`src/rtl/grp_irq_pkg.sv`:
```
package grp_irq_pkg;

    localparam int NGRP        = 8;
    localparam int SEL_W       = 4;
    localparam int TRIG_W      = 3;
    localparam int ADDR_W      = 8;
    localparam int DATA_W      = 32;
    localparam int PORT_W      = 32;
    localparam int BYTE_W      = 8;
    localparam int BYTES_PER_P = PORT_W / BYTE_W;
    localparam int NPORT       = (1 << SEL_W) / BYTES_PER_P;
    localparam int PIN_W       = NPORT * PORT_W;
    localparam int IDX_W       = $clog2(PIN_W);

    localparam logic [ADDR_W-1:0] OFS_TRIG = ADDR_W'(120);
    localparam logic [ADDR_W-1:0] OFS_SEL  = ADDR_W'(124);
    localparam logic [ADDR_W-1:0] OFS_MASK = ADDR_W'(128);
    localparam logic [ADDR_W-1:0] OFS_ACK  = ADDR_W'(132);
    localparam logic [ADDR_W-1:0] OFS_STAT = ADDR_W'(140);

    typedef enum logic [TRIG_W-1:0] {
        TRG_OFF    = 3'd0,
        TRG_LVL_LO = 3'd1,
        TRG_LVL_HI = 3'd2,
        TRG_RSV3   = 3'd3,
        TRG_RSV4   = 3'd4,
        TRG_RISE   = 3'd5,
        TRG_FALL   = 3'd6,
        TRG_BOTH   = 3'd7
    } trig_e;

    typedef struct packed {
        trig_e             trig;
        logic [SEL_W-1:0]  sel;
        logic              en;
    } grp_cfg_t;

    // Pin index watched by group g for selector value sel.
    function automatic logic [IDX_W-1:0] pin_index(input logic [SEL_W-1:0] sel,
                                                   input int unsigned g);
        int unsigned v;
        v = (int'(sel) / BYTES_PER_P) * PORT_W
          + (int'(sel) % BYTES_PER_P) * BYTE_W + g;
        return v[IDX_W-1:0];
    endfunction

    // Trigger decision for one cycle; edges are gated while the selector settles.
    function automatic logic trig_hit(input trig_e t, input logic cur,
                                      input logic prev, input logic sel_chg);
        logic rise, fall;
        rise = cur & ~prev & ~sel_chg;
        fall = ~cur & prev & ~sel_chg;
        case (t)
            TRG_LVL_LO: return ~cur;
            TRG_LVL_HI: return cur;
            TRG_RISE:   return rise;
            TRG_FALL:   return fall;
            TRG_BOTH:   return rise | fall;
            default:    return 1'b0;
        endcase
    endfunction

    function automatic logic trig_is_quiet(input trig_e t);
        return (t == TRG_OFF) || (t == TRG_RSV3) || (t == TRG_RSV4);
    endfunction

endpackage

```
`src/rtl/grp_regs.sv`:
```
module grp_regs
    import grp_irq_pkg::*;
(
    input  logic                  clk,
    input  logic                  rst,
    input  logic [ADDR_W-1:0]     addr,
    input  logic                  we,
    input  logic [DATA_W-1:0]     wdata,
    input  logic [NGRP-1:0]       pend,
    output logic [DATA_W-1:0]     rdata,
    output grp_cfg_t [NGRP-1:0]   cfg,
    output logic [NGRP-1:0]       ack,
    output logic [NGRP-1:0]       mask
);

    localparam int TRIG_BITS = NGRP * TRIG_W;
    localparam int SEL_BITS  = NGRP * SEL_W;

    logic [TRIG_BITS-1:0] trig_q;
    logic [SEL_BITS-1:0]  sel_q;
    logic [NGRP-1:0]      mask_q;

    always_ff @(posedge clk) begin
        if (rst) begin
            trig_q <= '0;
            sel_q  <= '0;
            mask_q <= '0;
        end else if (we) begin
            case (addr)
                OFS_TRIG: trig_q <= wdata[TRIG_BITS-1:0];
                OFS_SEL:  sel_q  <= wdata[SEL_BITS-1:0];
                OFS_MASK: mask_q <= wdata[NGRP-1:0];
                default: ;
            endcase
        end
    end

    assign ack  = (we && addr == OFS_ACK) ? wdata[NGRP-1:0] : '0;
    assign mask = mask_q;

    for (genvar g = 0; g < NGRP; g++) begin : g_cfg
        assign cfg[g].trig = trig_e'(trig_q[g*TRIG_W +: TRIG_W]);
        assign cfg[g].sel  = sel_q[g*SEL_W +: SEL_W];
        assign cfg[g].en   = mask_q[g];
    end

    always_comb begin
        case (addr)
            OFS_TRIG: rdata = DATA_W'(trig_q);
            OFS_SEL:  rdata = DATA_W'(sel_q);
            OFS_MASK: rdata = DATA_W'(mask_q);
            OFS_STAT: rdata = DATA_W'(pend & mask_q);
            default:  rdata = '0;
        endcase
    end

endmodule

```
`src/rtl/grp_pin_pick.sv`:
```
module grp_pin_pick
    import grp_irq_pkg::*;
#(
    parameter int unsigned GRP = 0
) (
    input  logic [PIN_W-1:0]  pins,
    input  logic [SEL_W-1:0]  sel,
    output logic              cur
);

    logic [IDX_W-1:0] idx;

    assign idx = pin_index(sel, GRP);
    assign cur = pins[idx];

endmodule

```
`src/rtl/grp_trig_unit.sv`:
```
module grp_trig_unit
    import grp_irq_pkg::*;
(
    input  logic              clk,
    input  logic              rst,
    input  logic              cur,
    input  trig_e             trig,
    input  logic [SEL_W-1:0]  sel,
    input  logic              ack,
    output logic              pend
);

    logic             prev_q;
    logic [SEL_W-1:0] sel_seen_q;
    logic             pend_q;
    logic             sel_chg;
    logic             hit;

    assign sel_chg = (sel != sel_seen_q);
    assign hit     = trig_hit(trig, cur, prev_q, sel_chg);

    always_ff @(posedge clk) begin
        if (rst) begin
            prev_q     <= 1'b0;
            sel_seen_q <= '0;
            pend_q     <= 1'b0;
        end else begin
            prev_q     <= cur;
            sel_seen_q <= sel;
            pend_q     <= (pend_q & ~ack) | hit;
        end
    end

    assign pend = pend_q;

endmodule

```
`src/rtl/grp_irq_ctrl.sv`:
```
module grp_irq_ctrl
    import grp_irq_pkg::*;
(
    input  logic                 clk,
    input  logic                 rst,
    input  logic [ADDR_W-1:0]    bus_addr,
    input  logic                 bus_we,
    input  logic [DATA_W-1:0]    bus_wdata,
    output logic [DATA_W-1:0]    bus_rdata,
    input  logic [PIN_W-1:0]     pins_in,
    output logic                 irq_out
);

    logic [PIN_W-1:0]      pins_q;
    grp_cfg_t [NGRP-1:0]   cfg_w;
    logic [NGRP-1:0]       ack_w;
    logic [NGRP-1:0]       mask_w;
    logic [NGRP-1:0]       pend_w;
    logic [NGRP-1:0]       cur_w;

    always_ff @(posedge clk) begin
        if (rst) pins_q <= '0;
        else     pins_q <= pins_in;
    end

    grp_regs u_regs (
        .clk   (clk),
        .rst   (rst),
        .addr  (bus_addr),
        .we    (bus_we),
        .wdata (bus_wdata),
        .pend  (pend_w),
        .rdata (bus_rdata),
        .cfg   (cfg_w),
        .ack   (ack_w),
        .mask  (mask_w)
    );

    for (genvar g = 0; g < NGRP; g++) begin : g_grp
        grp_pin_pick #(.GRP(g)) u_pick (
            .pins (pins_q),
            .sel  (cfg_w[g].sel),
            .cur  (cur_w[g])
        );

        grp_trig_unit u_trig (
            .clk  (clk),
            .rst  (rst),
            .cur  (cur_w[g]),
            .trig (cfg_w[g].trig),
            .sel  (cfg_w[g].sel),
            .ack  (ack_w[g]),
            .pend (pend_w[g])
        );
    end

    assign irq_out = |(pend_w & mask_w);

endmodule

```
`config.mk`:
```
export PLATFORM = sky130hd
export DESIGN_NAME = grp_irq_ctrl
export DESIGN_NICKNAME = d
export VERILOG_FILES = /design/src/rtl/grp_irq_pkg.sv /design/src/rtl/grp_regs.sv /design/src/rtl/grp_pin_pick.sv /design/src/rtl/grp_trig_unit.sv /design/src/rtl/grp_irq_ctrl.sv
export SDC_FILE = /design/constraint.sdc
export NUM_CORES = 1
export LEC_CHECK = 0
export BUFFER_PORTS_ARGS = -buffer_cell sky130_fd_sc_hd__buf_2
export CELL_PAD_IN_SITES_DETAIL_PLACEMENT = 0
export CELL_PAD_IN_SITES_GLOBAL_PLACEMENT = 1
export CORE_MARGIN = 5
export CORE_UTILIZATION = 30
export DETAILED_ROUTE_END_ITERATION = 10
export MAX_ROUTING_LAYER = met4
export PLACE_DENSITY_LB_ADDON = 0.1
export SLEW_MARGIN = 30
export SYNTH_ARGS = -nofsm -noshare
export SYNTH_HDL_FRONTEND = slang
export SYNTH_SLANG_ARGS = --single-unit
```
`constraint.sdc`:
```
create_clock -name clk -period 3.8 [get_ports clk]
set_input_delay 0 -clock clk [delete_from_list [all_inputs] [get_ports clk]]
set_output_delay 0 -clock clk [all_outputs]
set_load 0.02 [all_outputs]
```
==> impl_metrics.yaml, run 1 <==
routing:
  routedWlPerCell_um: 16.8
  first_pass_iters: 7
  route.detailed.drc: 0
  drt-total-wl_um: 28000
  via_count: 7413
  ant_nets: 0
  via_per_inst: 4.45
  drt-initial-drc-count: 332
timing:
  finalSetupTns_ns: 0
  fmax_ghz: 0.476
  worstMarginPinSlew_ns: 0.836
  fin_crit_ns: 2.10
  rsz0062_at_grt: "false"
  drv_slew: 0
  period_share_pct: 55.3
  maxSlewHeadroom_pct: 44.3
  skew_ns: 0.0109
  final-hold-violation-count: 0
  hold_ws_ns: 0.0380
  finalSetupViolCount: 0
setup_path:
  timing.setup.critical_path_class: "reg -> reg"
  crit_buf_inv: 0
  startpoint_type: "flip-flop"
  crit_top_cell: "mux2i_1"
  crit_family: "multiplexers"
  crit_path_max_incr_delay_ns: 0.64
  crit_fanout: 8
  cp-end-kind: "flip-flop"
  cp.arrival_ns: 2.47
  path_cells: "mux4_2 > mux2i_1 > mux2i_1 > mux2i_1 > a21oi_1"
  worstPathRequired_ns: 4.17
  crit_slowest_cell: "dfxtp_1"
clocking:
  cts_max_path_buffers: 3
  cts_resized: 0
  cts_made_buffers: 27
  cts_root_buf: "clkbuf_16"
  cts.reportedPaths.clkPinSlew_ns: 0.06
  cts_tree: "done"
  clock_latency_ns: 0.52
  cts_setup_buffers: 0
  htree_levels: 1
  cts_sinks: 240
floorplan:
  die_x_um: 187
  initial_core_util_pct: 30.6
  placementRows: 64
  pin_count: 204
  coreArea_um2: 30700
  die_h_um: 187
  die_area_um2: 35000
placement:
  hpwl_um: 19600
  numPortBuffers: 203
  gp_congestion: 0.773
global_routing:
  grt_pass1_vias: 7635
  grt_overflow: 0
  antenna_found_initial: 0
  grt_max_degree: 139
  grt.total_usage_pct: 15.9
  grt_pass1_wl_um: 43600
yosys:
  ys_top_cells_by_area: "dfxtp_1, nor2b_1, mux4_2"
  syn_area_per_cell_um2: 10.2
  yosysTopAreaCell: "dfxtp_1"
  synth.distinct_cells: 37
  synth_edf_count: 0
  synth-seq-cells: 240
  postSynth.asyncResetShare_pct: 0
  synth_ff_type: "dfxtp_1"
  syn-num-nets: 1091
  syn_area_um2: 9410
  syn_inst: 920
  yosysSeqAreaShare_pct: 51.0
  synth_top_cell_area_share_pct: 51.0
  synth_warnings: 0
outcome:
  status: "finished clean"
layout:
  drive_gt1_share_pct: 23.7
  area_growth_syn_to_layout_pct: 39.1
  num_antenna_cells: 0
  nets: 1420
min_path:
  min-delay-path-class: "in -> reg"
flow_run:
  drv_cap: 0
pwr:
  ir_drop_v: 0.000236
  power-per-cell-area_nw_per_um2: 423
  p_leak_nw: 5.09
==> report_power, final <==
| group | internal [mW] | switching [mW] |
|---|---|---|
| Combinational | 0.242 | 0.142 |
| Sequential | 2.59 | 0.0228 |
| Clock | 1.53 | 1.01 |
| Total | 4.36 | 1.17 |
==> area by class of cell <==
class	count	area [µm²]
flip-flops and latches	240	4800
well taps	396	495
multi-input cells	585	4150
clock buffers	42	812
fillers	2982	17700
clock inverters	6	62.6
repair buffers	371	2690
inverters	24	90.1
==> per-stage QoR <==
step	utilization, %	total power [mW]	setup WS [ns]	cell area [µm²]	instances
final	42.6	5.53	1.70	13100	1664
after global routing	42.6	5.74	1.56	13100	1664
after CTS	42.6	5.61	1.62	13100	1664
after detailed placement	34.5	2.93	1.64	10600	1456
after global placement	34.5	2.94	1.66	10600	1456
after floorplan	-	2.79	2.24	9410	920
==> kinds of logic after synthesis <==
family / after synthesis / synth area share, %
AND/OR/NAND/NOR: 348 / 19.8
flip-flops: 240 / 51.0
AO/OA/AOI/OAI: 134 / 9.56
buffers and inverters: 95 / 4.92
multiplexers: 71 / 11.7
XOR/XNOR: 32 / 2.98
==> cells in the final DEF (no fill, tap or decap), types with 8 or more instances in the layout <==
cell and count:
dfxtp_1 240, buf_2 202, nor2b_1 169, dlygate4sd3_1 160
nand2_1 123, a21oi_1 53, mux2i_1 38, xnor2_1 32
mux4_2 31, clkbuf_16 27, inv_1 24, a22o_1 20
nand3_1 18, o21ai_0 16, a21oi_2 11, and2_1 9
clkbuf_8 9, a22oi_1 8, a32oi_1 8, nand4_1 8
o32ai_1 8, nor2_1 8, buf_4 8
==> what timing repair did <==
item / in CTS / in global routing
hold endpoints to repair: 200 / 0
endpoints found under the setup margin: 0 / 0
hold buffers: 160 / 0
==> worst register-to-register path, stage by stage (launching register included) <==
cell and delay (ns):
dfxtp_1 0.64, mux4_2 0.58, mux2i_1 0.14, mux2i_1 0.20, mux2i_1 0.29, a21oi_1 0.10
==> layer usage <==
metal	global-route usage [%]	part of all wire [%]	vias up
met5	-	0	-
met4	3.61	1.6	0
met3	2.67	5.5	36
met2	21.8	40	204
met1	24.1	53	3418
li1	-	-	3755
==> synthesized netlist by cell type (15+ instances only) <==
library cell    n
a21oi_1        53
a22o_1         20
buf_2          15
clkbuf_1       39
dfxtp_1       240
inv_1          24
mux2i_1        38
mux4_2         31
nand2_1       123
nand3_1        18
nor2b_1       169
o21ai_0        16
xnor2_1        32
==> final timing paths <==
check | from | endpoint | slack (ns) | cells past startpoint
setup / recovery | u_regs.sel_q[24] | g_grp[6].u_trig.pend | 1.70 | 5
hold / removal | bus_we | u_regs.trig_q[1] | 0.04 | 4
setup reg to reg | u_regs.sel_q[24] | g_grp[6].u_trig.pend | 1.70 | 5
hold reg to reg | u_regs.trig_q[12] | u_regs.trig_q[12] | 0.47 | 2
==> state kept, by name (all words and copies together), names as in the netlist <==
name	flops
g_grp.u_trig.pend	8
pins_q	128
u_regs.trig_q	24
g_grp.u_trig.sel_seen_q	32
u_regs.mask	8
g_grp.u_trig.prev_q	8
u_regs.sel_q	32
(Power assumes the default switching activity.)
==> inputs of run 2 (changes only) <==
==> constraint.sdc (replaced) <==
create_clock -name clk -period 2.1 [get_ports clk]
set_input_delay 0 -clock clk [delete_from_list [all_inputs] [get_ports clk]]
set_output_delay 0 -clock clk [all_outputs]
set_load 0.02 [all_outputs]
==> impl_metrics.yaml, run 2 (synthesized netlist as in run 1, its figures left out) <==
routing:
  ant_nets: 0
  via_per_inst: 4.47
  via_count: 7583
  drt-total-wl_um: 28800
  route.detailed.drc: 0
  first_pass_iters: 5
  routedWlPerCell_um: 17.0
  drt-initial-drc-count: 374
layout:
  layout_common_cells: "dfxtp_1, buf_2, dlygate4sd3_1"
  area_growth_syn_to_layout_pct: 43.8
  drive_gt1_share_pct: 24.4
  nets: 1452
  reg.largest.list: "pins_q x128, g_grp.u_trig.sel_seen_q x32, u_regs.sel_q x32"
  largest_reg_flops: 128
  multi_input_area_um2: 4150
  post-route-util_pct: 44.0
  final_common_cell: "dfxtp_1"
  nFillCells: 3019
  regArea_um2: 4800
  max_flop_register: "pins_q"
placement:
  hpwl_um: 20800
  numPortBuffers: 203
  gp_congestion: 0.776
timing:
  finalSetupTns_ns: 0
  maxSlewHeadroom_pct: 67.9
  fin_crit_ns: 1.89
  drv_slew: 0
  skew_ns: 0.00569
  period_share_pct: 90.1
  worstMarginPinSlew_ns: 0.481
  hold_ws_ns: 0.0457
  finalSetupViolCount: 0
  final-hold-violation-count: 0
  fmax_ghz: 0.529
  rsz0062_at_grt: "false"
setup_path:
  timing.setup.critical_path_class: "reg -> reg"
  cp.arrival_ns: 2.28
  startpoint_type: "flip-flop"
  ff2ff_setup_slack_ns: 0.21
  crit_slowest_cell: "dfxtp_1"
  crit_path_max_incr_delay_ns: 0.60
  worstPathRequired_ns: 2.49
  crit_fanout: 8
  cp-end-kind: "flip-flop"
  path_cells: "mux4_2 > mux2i_1 > mux2i_1 > mux2i_1 > a21oi_1"
  crit_top_cell: "mux2i_1"
floorplan:
  die_h_um: 187
  die_x_um: 187
  placementRows: 64
  coreArea_um2: 30700
  die_area_um2: 35000
  pin_count: 204
  initial_core_util_pct: 30.6
pwr:
  p_leak_nw: 5.35
  power-per-cell-area_nw_per_um2: 786
  ir_drop_v: 0.000404
  total_power_mw: 10.6
clocking:
  cts_sinks: 240
  htree_levels: 1
  cts_max_path_buffers: 3
  cts_tree: "done"
  cts_setup_buffers: 0
  cts.reportedPaths.clkPinSlew_ns: 0.06
  cts_root_buf: "clkbuf_16"
  cts_resized: 0
  clock_latency_ns: 0.52
  cts_made_buffers: 26
global_routing:
  grt_overflow: 0
  grt.total_usage_pct: 16.4
  grt_max_degree: 78
  grt_pass1_wl_um: 44800
  antenna_found_initial: 1
  grt_pass1_vias: 7718
flow_run:
  drv_cap: 0
min_path:
  min-delay-path-class: "in -> reg"
outcome:
  status: "finished clean"
[run 2: metal layers]
metal | part of all wire (%) | track usage [%] | routed length [µm]
met3 | 5.3 | 2.86 | 1540
met5 | 0 | - | 0
met2 | 40 | 22.0 | 11400
met1 | 54 | 25.5 | 15500
met4 | 1.3 | 3.19 | 363
[run 2: layout make-up]
type	instances	share of cell area (%)
antenna	1	0.0185
clock buffer	36	5.54
clock inverter	12	1.77
inverter	24	0.665
multi-input combinational	585	30.6
sequential	240	35.5
tap	396	3.66
timing repair buffer	404	22.2
[run 2: worst paths after layout]
kind | start | to | cells past startpoint
max | u_regs.sel_q[12] | g_grp[3].u_trig.pend | 5
min | bus_we | u_regs.trig_q[3] | 5
max reg2reg | u_regs.sel_q[12] | g_grp[3].u_trig.pend | 5
min reg2reg | u_regs.trig_q[21] | u_regs.trig_q[21] | 2
[run 2: repair_timing]
| action | 4_1_cts | 5_1_grt |
|---|---|---|
| endpoints found under the setup margin | 0 | 0 |
| hold endpoints to repair | 211 | 0 |
| hold buffers | 177 | 0 |
[run 2: worst max-delay path: cells and delay by family, from the launching register on]
| family | cells | cell delay [ns] |
|---|---|---|
| compound gates | 1 | 0.08 |
| mux | 4 | 1.08 |
| flops | 1 | 0.60 |
[run 2: metrics by stage]
stage          std cells  instance area (µm²)  worst slack, ns
6_report            1698                13500            0.208
5_1_grt             1698                13500           0.0320
4_1_cts             1697                13500            0.187
3_5_place_dp        1472                10800            0.195
3_3_place_gp        1472                10800            0.223
2_1_floorplan        920                 9410            0.540
[run 2: power by group]
part           internal [mW]  total, mW  switching [mW]  leakage (nW)
combinational          0.463      0.726           0.263          2.89
clock                   3.35       5.18            1.83         0.486
sequential              4.69       4.74          0.0453          1.97
total                   8.50       10.6            2.14          5.35
==> inputs of run 3 (changes only) <==
--- a/config.mk
+++ b/config.mk
@@ -9,7 +9,7 @@
 export CELL_PAD_IN_SITES_DETAIL_PLACEMENT = 0
 export CELL_PAD_IN_SITES_GLOBAL_PLACEMENT = 1
 export CORE_MARGIN = 5
-export CORE_UTILIZATION = 30
+export CORE_UTILIZATION = 42
 export DETAILED_ROUTE_END_ITERATION = 10
 export MAX_ROUTING_LAYER = met4
 export PLACE_DENSITY_LB_ADDON = 0.1
==> impl_metrics.yaml, run 3 (synthesized netlist as in run 1, its figures left out) <==
setup_path:
  crit_slowest_cell: "mux4_2"
  r2r_cells: 5
  cp.arrival_ns: 2.20
  startpoint_type: "flip-flop"
  crit_fanout: 5
  crit_buf_inv: 0
  timing.setup.critical_path_class: "reg -> reg"
  regToRegEndpoint: "g_grp[4].u_trig.pend"
  crit_family: "multiplexers"
  cp-end-kind: "flip-flop"
  worstPathRequired_ns: 2.49
  path_cells: "mux4_2 > mux2i_1 > mux2i_1 > mux2i_1 > a21oi_1"
  ff2ff_setup_slack_ns: 0.29
  crit_top_cell: "mux2i_1"
  crit_path_max_incr_delay_ns: 0.54
  rr_startpoint: "u_regs.sel_q[16]"
clocking:
  cts_made_buffers: 25
  clock_latency_ns: 0.52
  cts_hold_buf: 215
  cts.reportedPaths.clkPinSlew_ns: 0.06
  cts_root_buf: "clkbuf_16"
  htree_levels: 1
  cts_resized: 0
  cts_sinks: 240
  cts_setup_buffers: 0
  cts_tree: "done"
  cts_max_path_buffers: 3
layout:
  drive_gt1_share_pct: 23.5
  reg.largest.list: "pins_q x128, g_grp.u_trig.sel_seen_q x32, u_regs.sel_q x32"
  area_growth_syn_to_layout_pct: 44.6
  layout_common_cells: "dfxtp_1, dlygate4sd3_1, buf_2"
  nets: 1487
  final_common_cell: "dfxtp_1"
  largest_reg_flops: 128
  max_flop_register: "pins_q"
  nFillCells: 1783
  fin_area_um2: 13600
  post-route-util_pct: 62.0
pwr:
  ir_drop_v: 0.000570
  p_leak_nw: 5.48
  power-per-cell-area_nw_per_um2: 743
placement:
  numPortBuffers: 203
  hpwl_um: 18800
  gp_congestion: 0.836
  placed_area_um2: 10600
flow_run:
  drv_cap: 0
floorplan:
  pin_count: 204
  die_area_um2: 25500
  placementRows: 54
  initial_core_util_pct: 42.9
  die_x_um: 160
  coreArea_um2: 22000
  die_h_um: 160
timing:
  drv_slew: 0
  final-hold-violation-count: 0
  skew_ns: 0.0124
  worstMarginPinSlew_ns: 0.488
  period_share_pct: 86.2
  finalSetupTns_ns: 0
  rsz0062_at_grt: "false"
  finalSetupViolCount: 0
  fin_crit_ns: 1.81
  maxSlewHeadroom_pct: 67.4
  fmax_ghz: 0.552
global_routing:
  grt_max_degree: 65
  grt_pass1_vias: 7814
  grt.total_usage_pct: 21.3
  antenna_found_initial: 1
  grt_pass1_wl_um: 43100
  grt_overflow: 0
routing:
  route.detailed.drc: 0
  routedWlPerCell_um: 17.0
  via_count: 7693
  via_per_inst: 4.77
  ant_nets: 0
  first_pass_iters: 4
  drt-initial-drc-count: 383
  drt-total-wl_um: 27400
min_path:
  hold_depth: 4
  hold_end: "u_regs.trig_q[2]"
  min-delay-path-class: "in -> reg"
  hp-start: "bus_we"
outcome:
  status: "finished clean"
run 3: cell count changes in the layout (fill, tap and decap cells not counted), sizes merged:
cell and delta:
inv +1, bufinv -3, clkinvlp +1, clkbuf -4, buf -2, dlygate4sd3 +38
run 3: worst reg2reg max path, cell delays in order (launching register included):
cell	delay (ns)
dfxtp_1	0.51
mux4_2	0.54
mux2i_1	0.21
mux2i_1	0.18
mux2i_1	0.18
a21oi_1	0.08
run 3: final cells by class:
class | instances | area (µm²) | area share, %
Inverter | 24 | 90.1 | 0.662
Multi-Input combinational cell | 585 | 4150 | 30.4
Clock buffer | 32 | 692 | 5.08
Tap cell | 280 | 350 | 2.57
Timing Repair Buffer | 440 | 3360 | 24.7
Sequential cell | 240 | 4800 | 35.3
Antenna cell | 1 | 2.50 | 0.0184
Clock inverter | 11 | 165 | 1.21
run 3: stage by stage:
step / setup WS (ns) / instances / hold WS (ns) / power (mW)
2_1_floorplan: 0.540 / 920 / 0.128 / 5.04
3_3_place_gp: 0.315 / 1354 / 0.211 / 5.31
3_5_place_dp: 0.311 / 1354 / 0.213 / 5.31
4_1_cts: 0.290 / 1612 / 0.0445 / 10.2
5_1_grt: 0.182 / 1613 / 0.0583 / 10.5
6_report: 0.290 / 1613 / 0.0607 / 10.1
run 3: worst max path at each step:
stage	cells past startpoint	startpoint	to	slack, ns
floorplan	6	u_regs.sel_q[24]	g_grp[6].u_trig.pend	0.54
global placement	5	u_regs.sel_q[16]	g_grp[4].u_trig.pend	0.31
detailed placement	5	u_regs.sel_q[20]	g_grp[5].u_trig.pend	0.31
CTS	5	u_regs.sel_q[16]	g_grp[4].u_trig.pend	0.29
global route	5	u_regs.sel_q[20]	g_grp[5].u_trig.pend	0.18
finish	5	u_regs.sel_q[16]	g_grp[4].u_trig.pend	0.29
run 3: report_power, final:
part	leakage, nW	internal, mW	total (mW)	switching (mW)
clock	0.421	2.81	4.60	1.79
sequential	1.97	4.69	4.74	0.0463
combinational	3.09	0.509	0.781	0.273
run 3: metal layers:
layer | vias up | GRT usage (%) | wire length (µm)
li1 | 3886 | - | -
met1 | 3524 | 31.9 | 14000
met2 | 239 | 30.7 | 11300
met3 | 44 | 3.20 | 1550
met4 | 0 | 4.69 | 534
met5 | - | - | 0
